==> src/rtl/pwr_rst_pkg.sv <==
package pwr_rst_pkg;
  typedef enum logic [1:0] {
    MODE_RUN  = 2'd0,
    MODE_IDLE = 2'd1,
    MODE_PD   = 2'd2,
    MODE_WAKE = 2'd3
  } pmode_e;
endpackage

==> src/rtl/prc_rst_filter.sv <==
module prc_rst_filter #(
  parameter int OSC_PER_MC = 12,
  parameter int HOLD_MC    = 2
) (
  input  logic clk,
  input  logic pin,
  output logic rst_out
);
  localparam int TOTAL = OSC_PER_MC * HOLD_MC;
  localparam int CW    = $clog2(TOTAL + 1);
  localparam logic [CW-1:0] LIMIT = CW'(TOTAL);

  logic [CW-1:0] cnt_q;

  // consecutive-high counter, saturating at the limit
  always_ff @(posedge clk) begin
    if (!pin)
      cnt_q <= '0;
    else if (cnt_q != LIMIT)
      cnt_q <= cnt_q + 1'b1;
  end

  assign rst_out = (cnt_q == LIMIT);
endmodule

==> src/rtl/prc_mode_fsm.sv <==
module prc_mode_fsm
  import pwr_rst_pkg::*;
(
  input  logic   clk,
  input  logic   rst_int,
  input  logic   rst_pin,
  input  logic   idle_req,
  input  logic   pd_req,
  input  logic   irq_pend,
  output pmode_e mode
);
  logic idle_q, pd_q;
  logic idle_rise, pd_rise;

  assign idle_rise = idle_req & ~idle_q;
  assign pd_rise   = pd_req & ~pd_q;

  always_ff @(posedge clk) begin
    idle_q <= idle_req;
    pd_q   <= pd_req;
  end

  always_ff @(posedge clk) begin
    if (rst_int) begin
      mode <= MODE_RUN;
    end else begin
      unique case (mode)
        MODE_RUN: begin
          if (pd_rise)        mode <= MODE_PD;
          else if (idle_rise) mode <= MODE_IDLE;
        end
        MODE_IDLE: begin
          if (rst_pin)        mode <= MODE_WAKE;
          else if (irq_pend)  mode <= MODE_RUN;
        end
        MODE_PD:   mode <= MODE_PD;
        MODE_WAKE: begin
          if (!rst_pin)       mode <= MODE_RUN;
        end
        default:   mode <= MODE_RUN;
      endcase
    end
  end
endmodule

==> src/rtl/prc_ea_hold.sv <==
module prc_ea_hold (
  input  logic clk,
  input  logic rst_int,
  input  logic lock,
  input  logic ea_pin,
  output logic ea_out
);
  logic hold_q;

  always_ff @(posedge clk) begin
    if (rst_int)
      hold_q <= ea_pin;
  end

  assign ea_out = lock ? hold_q : ea_pin;
endmodule

==> src/rtl/pwr_rst_ctrl.sv <==
module pwr_rst_ctrl
  import pwr_rst_pkg::*;
#(
  parameter int OSC_PER_MC = 12,
  parameter int HOLD_MC    = 2
) (
  input  logic clk_osc,
  input  logic rst_pin,
  input  logic idle_req,
  input  logic pd_req,
  input  logic irq_pend,
  input  logic lock1,
  input  logic ea_pin,
  output logic cpu_clk_en,
  output logic per_clk_en,
  output logic osc_en,
  output logic rst_int,
  output logic ram_wr_inh,
  output logic ea_latched
);
  pmode_e mode;

  prc_rst_filter #(.OSC_PER_MC(OSC_PER_MC), .HOLD_MC(HOLD_MC)) u_filt (
    .clk     (clk_osc),
    .pin     (rst_pin),
    .rst_out (rst_int)
  );

  prc_mode_fsm u_fsm (
    .clk      (clk_osc),
    .rst_int  (rst_int),
    .rst_pin  (rst_pin),
    .idle_req (idle_req),
    .pd_req   (pd_req),
    .irq_pend (irq_pend),
    .mode     (mode)
  );

  prc_ea_hold u_ea (
    .clk     (clk_osc),
    .rst_int (rst_int),
    .lock    (lock1),
    .ea_pin  (ea_pin),
    .ea_out  (ea_latched)
  );

  assign cpu_clk_en = (mode == MODE_RUN) || (mode == MODE_WAKE);
  assign per_clk_en = (mode != MODE_PD);
  assign osc_en     = (mode != MODE_PD) || rst_pin;
  assign ram_wr_inh = (mode == MODE_WAKE);
endmodule

==> config.mk <==
export PLATFORM = sky130hd
export DESIGN_NAME = pwr_rst_ctrl
export DESIGN_NICKNAME = d
export VERILOG_FILES = /design/src/rtl/pwr_rst_pkg.sv /design/src/rtl/prc_rst_filter.sv /design/src/rtl/prc_mode_fsm.sv /design/src/rtl/prc_ea_hold.sv /design/src/rtl/pwr_rst_ctrl.sv
export SDC_FILE = /design/constraint.sdc
export NUM_CORES = 1
export LEC_CHECK = 0
export BUFFER_PORTS_ARGS = -buffer_cell sky130_fd_sc_hd__clkbuf_2
export CAP_MARGIN = 20
export CORE_AREA = 4 4 41 43
export DETAILED_ROUTE_END_ITERATION = 12
export DIE_AREA = 0 0 45 47
export REMOVE_ABC_BUFFERS = 1
export SETUP_SLACK_MARGIN = 0.5
export SYNTH_ARGS = -nofsm -noshare
export SYNTH_HDL_FRONTEND = slang
export SYNTH_HIERARCHICAL = 1
export SYNTH_SLANG_ARGS = --single-unit
==> constraint.sdc <==
create_clock -name clk_osc -period 1.7 [get_ports clk_osc]
set_clock_uncertainty 0.05 [all_clocks]
set_input_delay 0.34 -clock clk_osc [delete_from_list [all_inputs] [get_ports clk_osc]]
set_output_delay 0.34 -clock clk_osc [all_outputs]
set_load 0.02 [all_outputs]
==> results of run 1 <==
-- worst min-delay path by stage --
| stage | start | endpoint | cells past startpoint |
|---|---|---|---|
| 3_3_place_gp | pd_req | u_fsm/pd_q | 1 |
| 2_1_floorplan | idle_req | u_fsm/idle_q | 0 |
| 6_report | pd_req | u_fsm/pd_q | 1 |
| 3_5_place_dp | idle_req | u_fsm/idle_q | 1 |
| 4_1_cts | idle_req | u_fsm/idle_q | 1 |
| 5_1_grt | idle_req | u_fsm/idle_q | 1 |
-- metrics by stage --
step	hold WS (ps)	setup WS, ps	instance area (um^2)
after floorplan	318	-33.1	488
after global placement	405	206	589
after detailed placement	408	186	589
after CTS	132	80.9	734
after global routing	139	59.5	776
final	135	96.3	776
-- cell families (layout without fill, tap and decap cells) --
group                    Yosys count  in the layout  share of synthesized area [%]
XOR/XNOR                           1              1                           1.75
multiplexers                       5              5                           11.0
adder cells (fa/ha/maj)            4              4                           10.0
buffers and inverters              6             28                           6.02
AO/OA/AOI/OAI                      3              3                           7.52
AND/OR/NAND/NOR                   17             17                           21.6
flip-flops                        10             10                           42.1
-- cell usage in the layout (no fill, tap or decap), types with 2 or more instances in the layout --
| master | instances |
|---|---|
| buf_6 | 4 |
| inv_2 | 4 |
| ha_4 | 3 |
| dfxtp_2 | 3 |
| or2b_1 | 2 |
| clkbuf_2 | 6 |
| nand2_1 | 5 |
| buf_8 | 5 |
| nand2b_1 | 3 |
| dfxtp_1 | 5 |
| nand3_1 | 2 |
| mux2i_1 | 4 |
| buf_4 | 4 |
| clkbuf_4 | 3 |
-- metal layers --
layer	routed length (um)	global-route usage, %	part of all wire (%)
met5	0	0	0
met3	67	4.98	7.0
met1	410	11.8	43
met4	14	5.26	1.5
met2	461	19.2	48
-- report_power, final --
| group | internal (uW) | switching, uW | leakage (uW) |
|---|---|---|---|
| clock | 130 | 85.5 | 0.0000210 |
| combinational | 78.4 | 57.5 | 0.000237 |
| sequential | 251 | 10.3 | 0.0000839 |
-- flip-flops by register name (all words and copies together) (netlist names) --
register,flops
u_fsm/pd_q,1
u_filt/cnt_q,5
u_ea/hold_q,1
u_fsm/idle_q,1
u_fsm/mode,2
-- cell type report --
type                       count  area (um^2)  area share (%)
tap                           15         18.8            2.42
inverter                       5         18.8            2.42
multi-input combinational     30          304            39.2
clock buffer                   4         36.3            4.68
sequential                    10          218            28.1
timing repair buffer          19          180            23.2
-- repair_timing --
action                     in CTS  in global routing
setup buffers                   3                  1
setup endpoints to repair       7                 12
gates cloned                    0                  0
gates resized for setup        26                 11
pin swaps                       2                  1
==> out/metrics.csv, run 1 <==
metric,value,unit
clk_pin_slew_worst_paths,60,ps
clkSinkCount,10,
htreeDepth,1,
r2r_end,u_fsm/mode[0],
ctsLongestPathBuffers,2,
endpoint,rst_int,
cp_slowest_cell,dfxtp_2,
setup_violations,0,
ys_top_cells_by_count,"dfxtp_1 (9), inv_1 (5), nand2_1 (5)",
area_delta_synth_final,55.4,%
p_total,613,uW
yosys.area.top_type,dfxtp_1,
grt_max_degree,13,
drv_slew,0,
final_util,59.6,%
drtIter0Drc,8,
powerDensity,790,mW/mm^2
die_x,45,um
r2r-start,u_filt/cnt_q[0],
fmax,624,MHz
drv_cap,0,
layout-drive-gt1-share,58.8,%
rows,13,
yosys.area.top_type_share,36.1,%
crit_start,u_filt/cnt_q[0],
grt.overflow.total,0,
path_depth,5,
cp_top_family,flip-flops,
cts_inserted_buffers,3,
end_kind,primary output,
start_util,38.4,%
cp-start-kind,flip-flop,
post-place-cells,75,
slew_headroom,85.6,%
ys.flop_type,dfxtp_1,
cp_max_fo,2,
finalWeightedCongestion,0.617,
boundaryPins,13,
wl_per_cell,11.5,um
grt_usage,11.2,%
yosysSeqAreaShare,42.1,%
core_area,0.00130,mm^2
antenna_found_initial,0,
fin_tns_setup,0,ps
ys_ff_latch,10,
synth_area_leaders,"dfxtp_1 (36%), ha_1 (10%), mux2i_1 (8.0%)",
die_area,0.00212,mm^2
status,"complete, no violations",
cts_hold_buf,0,
syn_area_per_cell,10.9,um^2
chipHeight,47,um
viasPerCell,4.77,
instances_no_fill,83,
crit_type,reg2out,
synth_cells,46,
first_pass_iters,3,
synth-edff-count,1,
max-vdd-ir-drop,0.526,mV
synth.distinct_cells,19,
fin_nets,80,
nFillCells,114,
rr_worst_depth,8,
worst-path-buf-inv,3,
drt_wl_total,953,um
port_buffers,12,
cts_tree,built,
insertion_delay,270,ps
leakagePower,0.000342,uW
worst_pin_slew,216,ps
final_hold_viol_count,0,
finalCritPeriodShare,94.3,%
crit_arrival,1210,ps
num_antenna_cells,0,
place_hpwl,632,um
rsz0062_at_grt,yes,
synthArstFlopShare,0,%
critical_path.max_stage_delay,330,ps
ys_warn_count,6,
vias,396,
synth.most_common_cell,dfxtp_1,
crit_required,1310,ps
crit_chain,inv_2 > ha_4 > and4b_1 > buf_6 > buf_8,
timing.final.crit_period,1600,ps
ant_nets,0,
cts_root_buf,clkbuf_4,
rrSetupSlack,140,ps
syn_area,499,um^2
hp-class,in2reg,
grt_pass1_vias,416,
drc,0,
grt_pass1_wl,1.67,mm
Power figures use the tool's default switching activity.
==> run 2: changes to the inputs <==
--- a/config.mk
+++ b/config.mk
@@ -5,6 +5,7 @@
 export SDC_FILE = /design/constraint.sdc
 export NUM_CORES = 1
 export LEC_CHECK = 0
+export ABC_AREA = 1
 export BUFFER_PORTS_ARGS = -buffer_cell sky130_fd_sc_hd__clkbuf_2
 export CAP_MARGIN = 20
 export CORE_AREA = 4 4 41 43
==> run 2 against run 1 <==
  * Wire length rose by 31%
  * First-iteration DRC count up 13%
  * Non-clock buffer count rose by 3
  * Utilization rose by 5.1 points
  * Flip-flop and latch count is the same
  * Sequential power is 26% higher
  * Synthesized cell count rose by 57%
  * Critical path depth did not move
  * Via count increased by 33%
  * Total power is 89% higher
  * Clock-buffer cell count is the same
  * Critical path type unchanged
  * Critical endpoint unchanged
  * Largest cell class unchanged
==> out/metrics.csv, run 2 <==
metric,value,unit,change
drt-met1-wl,452,um,+10%
worst-path-buf-inv,2,,-1
layout-drive-gt1-share,48.0,%,-11 points
top_layer_used,met4,,
antenna_found_initial,0,,unchanged
leakagePower,0.000411,uW,+20%
synthArstFlopShare,0,%,unchanged
slew_headroom,84.8,%,-0.77 points
nFillCells,111,,-2.6%
fin_tns_setup,0,ps,unchanged
cp-start-kind,flip-flop,,
wl_met2,693,um,+50%
fin_nets,110,,+38%
place_hpwl,764,um,+21%
cp_max_fo,2,,unchanged
grt_pass1_vias,490,,+18%
final_hold_viol_count,0,,unchanged
wl_per_cell,11.1,um,-3.5%
port_buffers,12,,unchanged
end_kind,primary output,,
drtIter0Drc,9,,+1
top_register,u_filt/cnt_q,,
ys.flop_type,dfxtp_1,,
drc,0,,unchanged
ctsLongestPathBuffers,2,,unchanged
area_delta_synth_final,63.0,%,
final_common_cell,nand2_1,,
die_x,45,um,unchanged
start_util,39.7,%,+1.3 points
finalCritPeriodShare,86.1,%,-8.2 points
critical_path.max_stage_delay,320,ps,about the same
cts_root_buf,clkbuf_4,,
grt_pass1_wl,1.88,mm,+13%
max-vdd-ir-drop,1.26,mV,+140%
final_cell_mix,"nand2_1 (15), nor2_1 (10), inv_1 (8), buf_4 (8)",,
cp_top_family,flip-flops,,
dr_wl_met3,85,um,+27%
syn_area_per_cell,7.18,um^2,-34%
rrSetupSlack,530,ps,+390 ps
insertion_delay,260,ps,about the same
die_area,0.00212,mm^2,unchanged
worst_pin_slew,227,ps,+11.2 ps
first_pass_iters,5,,+2
cts_tree,built,,
fmax,683,MHz,+9.5%
rows,13,,unchanged
cts_inserted_buffers,3,,unchanged
clk_pin_slew_worst_paths,80,ps,+20 ps
top_regs,"u_filt/cnt_q (5), u_fsm/mode (2)",,
cp_slowest_cell,dfxtp_2,,
synth.most_common_cell,nand2_1,,
largest_reg_flops,5,,unchanged
ys_top_cells_by_count,"nand2_1 (16), inv_1 (12), nor2_1 (12)",,
crit_type,reg2out,,
clkSinkCount,10,,unchanged
hp-class,in2reg,,
drv_cap,0,,unchanged
chipHeight,47,um,unchanged
synth_area_leaders,"dfxtp_1 (35%), nand2_1 (12%), ha_1 (9.7%)",,
timing.final.crit_period,1460,ps,-139 ps
ys_ff_latch,10,,unchanged
finalWeightedCongestion,0.699,,+13%
cts_hold_buf,0,,unchanged
boundaryPins,13,,unchanged
htreeDepth,1,,unchanged
yosys.area.top_type_share,34.9,%,-1.2 points
synth.distinct_cells,14,,-5
drt_wl_total,1.25,mm,+31%
powerDensity,1380,mW/mm^2,+74%
crit_chain,inv_2 > ha_4 > nand2_4 > nor2_4 > buf_8,,
syn_area,517,um^2,+3.5%
ys_warn_count,6,,unchanged
placed_area,603,um^2,+2.3%
crit_arrival,1070,ps,-140 ps
crit_required,1310,ps,about the same
grt_usage,13.0,%,+1.8 points
instances_no_fill,113,,+36%
viasPerCell,4.66,,-2.3%
setup_violations,0,,unchanged
synth_cells,72,,+57%
grt_max_degree,10,,-3
status,"complete, no violations",,
num_antenna_cells,0,,unchanged
vias,527,,+33%
rsz0062_at_grt,yes,,
grt.overflow.total,0,,unchanged
yosysSeqAreaShare,40.7,%,-1.4 points
ant_nets,0,,unchanged
core_area,0.00130,mm^2,unchanged
yosys.area.top_type,dfxtp_1,,
final_area,842,um^2,+8.5%
drv_slew,0,,unchanged
post-place-cells,100,,+33%
synth-edff-count,1,,unchanged
run 2: metal layers:
metal / track usage (%) / up-vias
li1: - / 273
met1: 12.0 / 230
met2: 24.0 / 20
met3: 3.45 / 4
met4: 10.5 / 0
met5: 0 / -
run 2: area by class of cell:
cell class / count / area (um^2) / area share [%]
Tap cell: 15 / 18.8 / 2.23
Timing Repair Buffer: 22 / 199 / 23.6
Multi-Input combinational cell: 48 / 323 / 38.3
Sequential cell: 10 / 220 / 26.2
Inverter: 14 / 55.1 / 6.54
Clock buffer: 4 / 26.3 / 3.12
run 2: cells by family (layout without fill, tap and decap cells):
group,count (synthesis),count (layout),share of synthesized area [%]
AND/OR/NAND/NOR,40,40,34.9
XOR/XNOR,1,1,1.70
buffers and inverters,14,40,10.2
adder cells (fa/ha/maj),4,4,9.69
flip-flops,10,10,40.7
AO/OA/AOI/OAI,3,3,2.90
run 2: final timing paths:
path,endpoint,cells past startpoint,from
setup / recovery,rst_int,5,u_filt/cnt_q[1]
hold / removal,u_fsm/idle_q,1,idle_req
setup reg to reg,u_ea/hold_q,5,u_filt/cnt_q[1]
hold reg to reg,u_filt/cnt_q[3],2,u_filt/cnt_q[3]
run 2: where the power goes:
part           switching (uW)  internal [uW]
combinational             296            354
clock                    88.1           90.7
sequential               43.8            285
run 2: repair_timing:
| item | CTS | global route |
|---|---|---|
| buffers inserted | 8 | 1 |
| setup endpoints to repair | 10 | 7 |
| pin swaps | 4 | 10 |
| resized for setup | 27 | 17 |
run 2: through the flow:
stage	util, %	hold slack (ps)	power [uW]	setup WS [ps]
2_1_floorplan	-	318	529	452
3_3_place_gp	46.3	407	602	382
3_5_place_dp	46.3	409	608	372
4_1_cts	60.6	129	1010	224
5_1_grt	64.7	124	1240	187
6_report	64.7	123	1160	236
==> run 3: changes to the inputs <==
--- a/config.mk
+++ b/config.mk
@@ -8,9 +8,12 @@
 export ABC_AREA = 1
 export BUFFER_PORTS_ARGS = -buffer_cell sky130_fd_sc_hd__clkbuf_2
 export CAP_MARGIN = 20
-export CORE_AREA = 4 4 41 43
+export CELL_PAD_IN_SITES_DETAIL_PLACEMENT = 1
+export CELL_PAD_IN_SITES_GLOBAL_PLACEMENT = 1
+export CORE_MARGIN = 4
+export CORE_UTILIZATION = 31
 export DETAILED_ROUTE_END_ITERATION = 12
-export DIE_AREA = 0 0 45 47
+export PLACE_DENSITY_LB_ADDON = 0.1
 export REMOVE_ABC_BUFFERS = 1
 export SETUP_SLACK_MARGIN = 0.5
 export SYNTH_ARGS = -nofsm -noshare
==> run 3 against run 2 <==
  * Die area is 13% higher
  * Critical path depth stayed put
  * Utilization is 7.7 points lower
  * Total power is 1.4% lower
  * Cell count is 3.5% higher
  * Clock-buffer cell count stayed put
  * Non-clock buffer count is 3 higher
  * Via count is 0.38% lower
  * First-iteration DRC count is 67% lower
  * Final area is 4.3% higher
  * Critical endpoint unchanged
  * Largest cell class unchanged
  * Highest routed layer unchanged
==> out/metrics.csv, run 3 (same netlist as run 2, synthesis figures left out) <==
metric,value,unit,change
post-place-cells,101,,+1.0%
drv_slew,0,,unchanged
top_regs,"u_filt/cnt_q (5), u_fsm/mode (2)",,
final_cell_mix,"nand2_1 (15), buf_4 (11), nor2_1 (10), inv_1 (8), nand3_1 (7)",,
place_hpwl,898,um,+18%
num_antenna_cells,0,,unchanged
finalWeightedCongestion,0.733,,+4.8%
cts_tree,built,,
status,"complete, no violations",,
clk_pin_slew_worst_paths,70,ps,about the same
cts_hold_buf,0,,unchanged
powerDensity,1300,mW/mm^2,-5.5%
slew_headroom,87.3,%,+2.5 points
first_pass_iters,3,,-2
drtIter0Drc,3,,-6
rows,14,,+1
fin_nets,113,,+2.7%
insertion_delay,270,ps,about the same
port_buffers,12,,unchanged
critical_path.max_stage_delay,330,ps,about the same
placed_area,604,um^2,+0.21%
p_total,1140,uW,-1.4%
cp-start-kind,flip-flop,,
crit_type,reg2out,,
fin_tns_setup,0,ps,unchanged
wl_per_cell,12.3,um,+11%
rsz0062_at_grt,yes,,
drc,0,,unchanged
cp_slowest_cell,dfxtp_2,,
viasPerCell,4.49,,-3.8%
grt.overflow.total,0,,unchanged
vias,525,,-0.38%
timing.final.crit_period,1480,ps,+11.0 ps
hp-class,in2reg,,
die_area,0.00238,mm^2,+13%
final_hold_viol_count,0,,unchanged
instances_no_fill,117,,+3.5%
area_delta_synth_final,70.0,%,
ant_nets,0,,unchanged
antenna_found_initial,0,,unchanged
use_met3,6.12,%,+2.7 points
largest_reg_flops,5,,unchanged
crit_arrival,1090,ps,+20 ps
max-vdd-ir-drop,0.890,mV,-29%
htreeDepth,1,,unchanged
top_usage_layer,met2,,
crit_required,1310,ps,about the same
drv_cap,0,,unchanged
boundaryPins,13,,unchanged
cts_inserted_buffers,3,,unchanged
crit_chain,inv_2 > ha_4 > nand2_4 > nor2_4 > buf_8,,
die_x,48.8,um,+8.5%
end_kind,primary output,,
met2_usage,21.3,%,-2.7 points
grt_pass1_vias,571,,+17%
grt_pass1_wl,2.45,mm,+30%
clkSinkCount,10,,unchanged
setup_violations,0,,unchanged
worst_pin_slew,190,ps,-37.4 ps
core_area,0.00154,mm^2,+18%
finalCritPeriodShare,86.8,%,+0.65 points
final_common_cell,nand2_1,,
fmax,678,MHz,-0.75%
cts_root_buf,clkbuf_4,,
drt_wl_total,1.44,mm,+15%
top_register,u_filt/cnt_q,,
grt_max_degree,10,,unchanged
ctsLongestPathBuffers,2,,unchanged
grtUsageMet1,14.9,%,+2.9 points
cp_max_fo,2,,unchanged
layout-drive-gt1-share,51.5,%,+3.5 points
chipHeight,48.8,um,+3.9%
multi_input_area,320,um^2,-0.78%
final_area,878,um^2,+4.3%
start_util,33.5,%,-6.2 points
seq_area,221,um^2,+0.57%
grt_usage,13.2,%,+0.15 points
leakagePower,0.000430,uW,+4.7%
nFillCells,197,,+77%
hold-worst-slack,144,ps,+21.1 ps
-- run 3: cell types whose count changed in the layout (fill, tap and decap cells not counted), sizes merged --
cell	previous run	this run
buf	16	19
-- run 3: metrics by stage --
step | setup slack, ps | utilization [%]
floorplan | 452 | -
global placement | 401 | 39.2
finish | 225 | 57.0
global route | 173 | 57.0
CTS | 209 | 51.9
detailed placement | 362 | 39.2
-- run 3: final timing paths --
| path | slack (ps) | depth (start not counted) | endpoint | startpoint |
|---|---|---|---|---|
| setup / recovery | 220 | 5 | rst_int | u_filt/cnt_q[1] |
| hold / removal | 140 | 1 | u_fsm/idle_q | idle_req |
| setup reg to reg | 420 | 9 | u_filt/cnt_q[0] | u_filt/cnt_q[1] |
| hold reg to reg | 510 | 2 | u_filt/cnt_q[3] | u_filt/cnt_q[3] |
-- run 3: per-layer routing --
metal	vias to the layer above	part of all wire, %
met5	-	0
met4	0	0.56
met3	2	4.1
met2	13	50
met1	234	45
li1	276	-
-- run 3: cell type report --
type | instances | share of cell area (%)
well taps | 16 | 2.28
flip-flops and latches | 10 | 25.2
clock buffers | 4 | 4.13
inverters | 14 | 6.27
repair buffers | 25 | 25.6
multi-input cells | 48 | 36.5
-- run 3: power by group --
group	total (uW)	switching, uW	internal (uW)	leakage [uW]
sequential	344	58.0	286	0.0000852
combinational	582	258	324	0.000324
clock	216	85.9	130	0.0000210
-- run 3: what timing repair did --
action | CTS | global route
gates cloned | 0 | 0
setup endpoints to repair | 10 | 11
pin swaps | 5 | 4
endpoints found under the hold margin | 0 | 0
setup buffers | 7 | 5
resized for setup | 29 | 16
-- run 3: worst max-delay path: cells and delay by family, from the launching register on --
family,cells,cell delay (ps)
buf+inv,2,190
fa+ha+maj,1,140
flops,1,330
simple gates,2,160
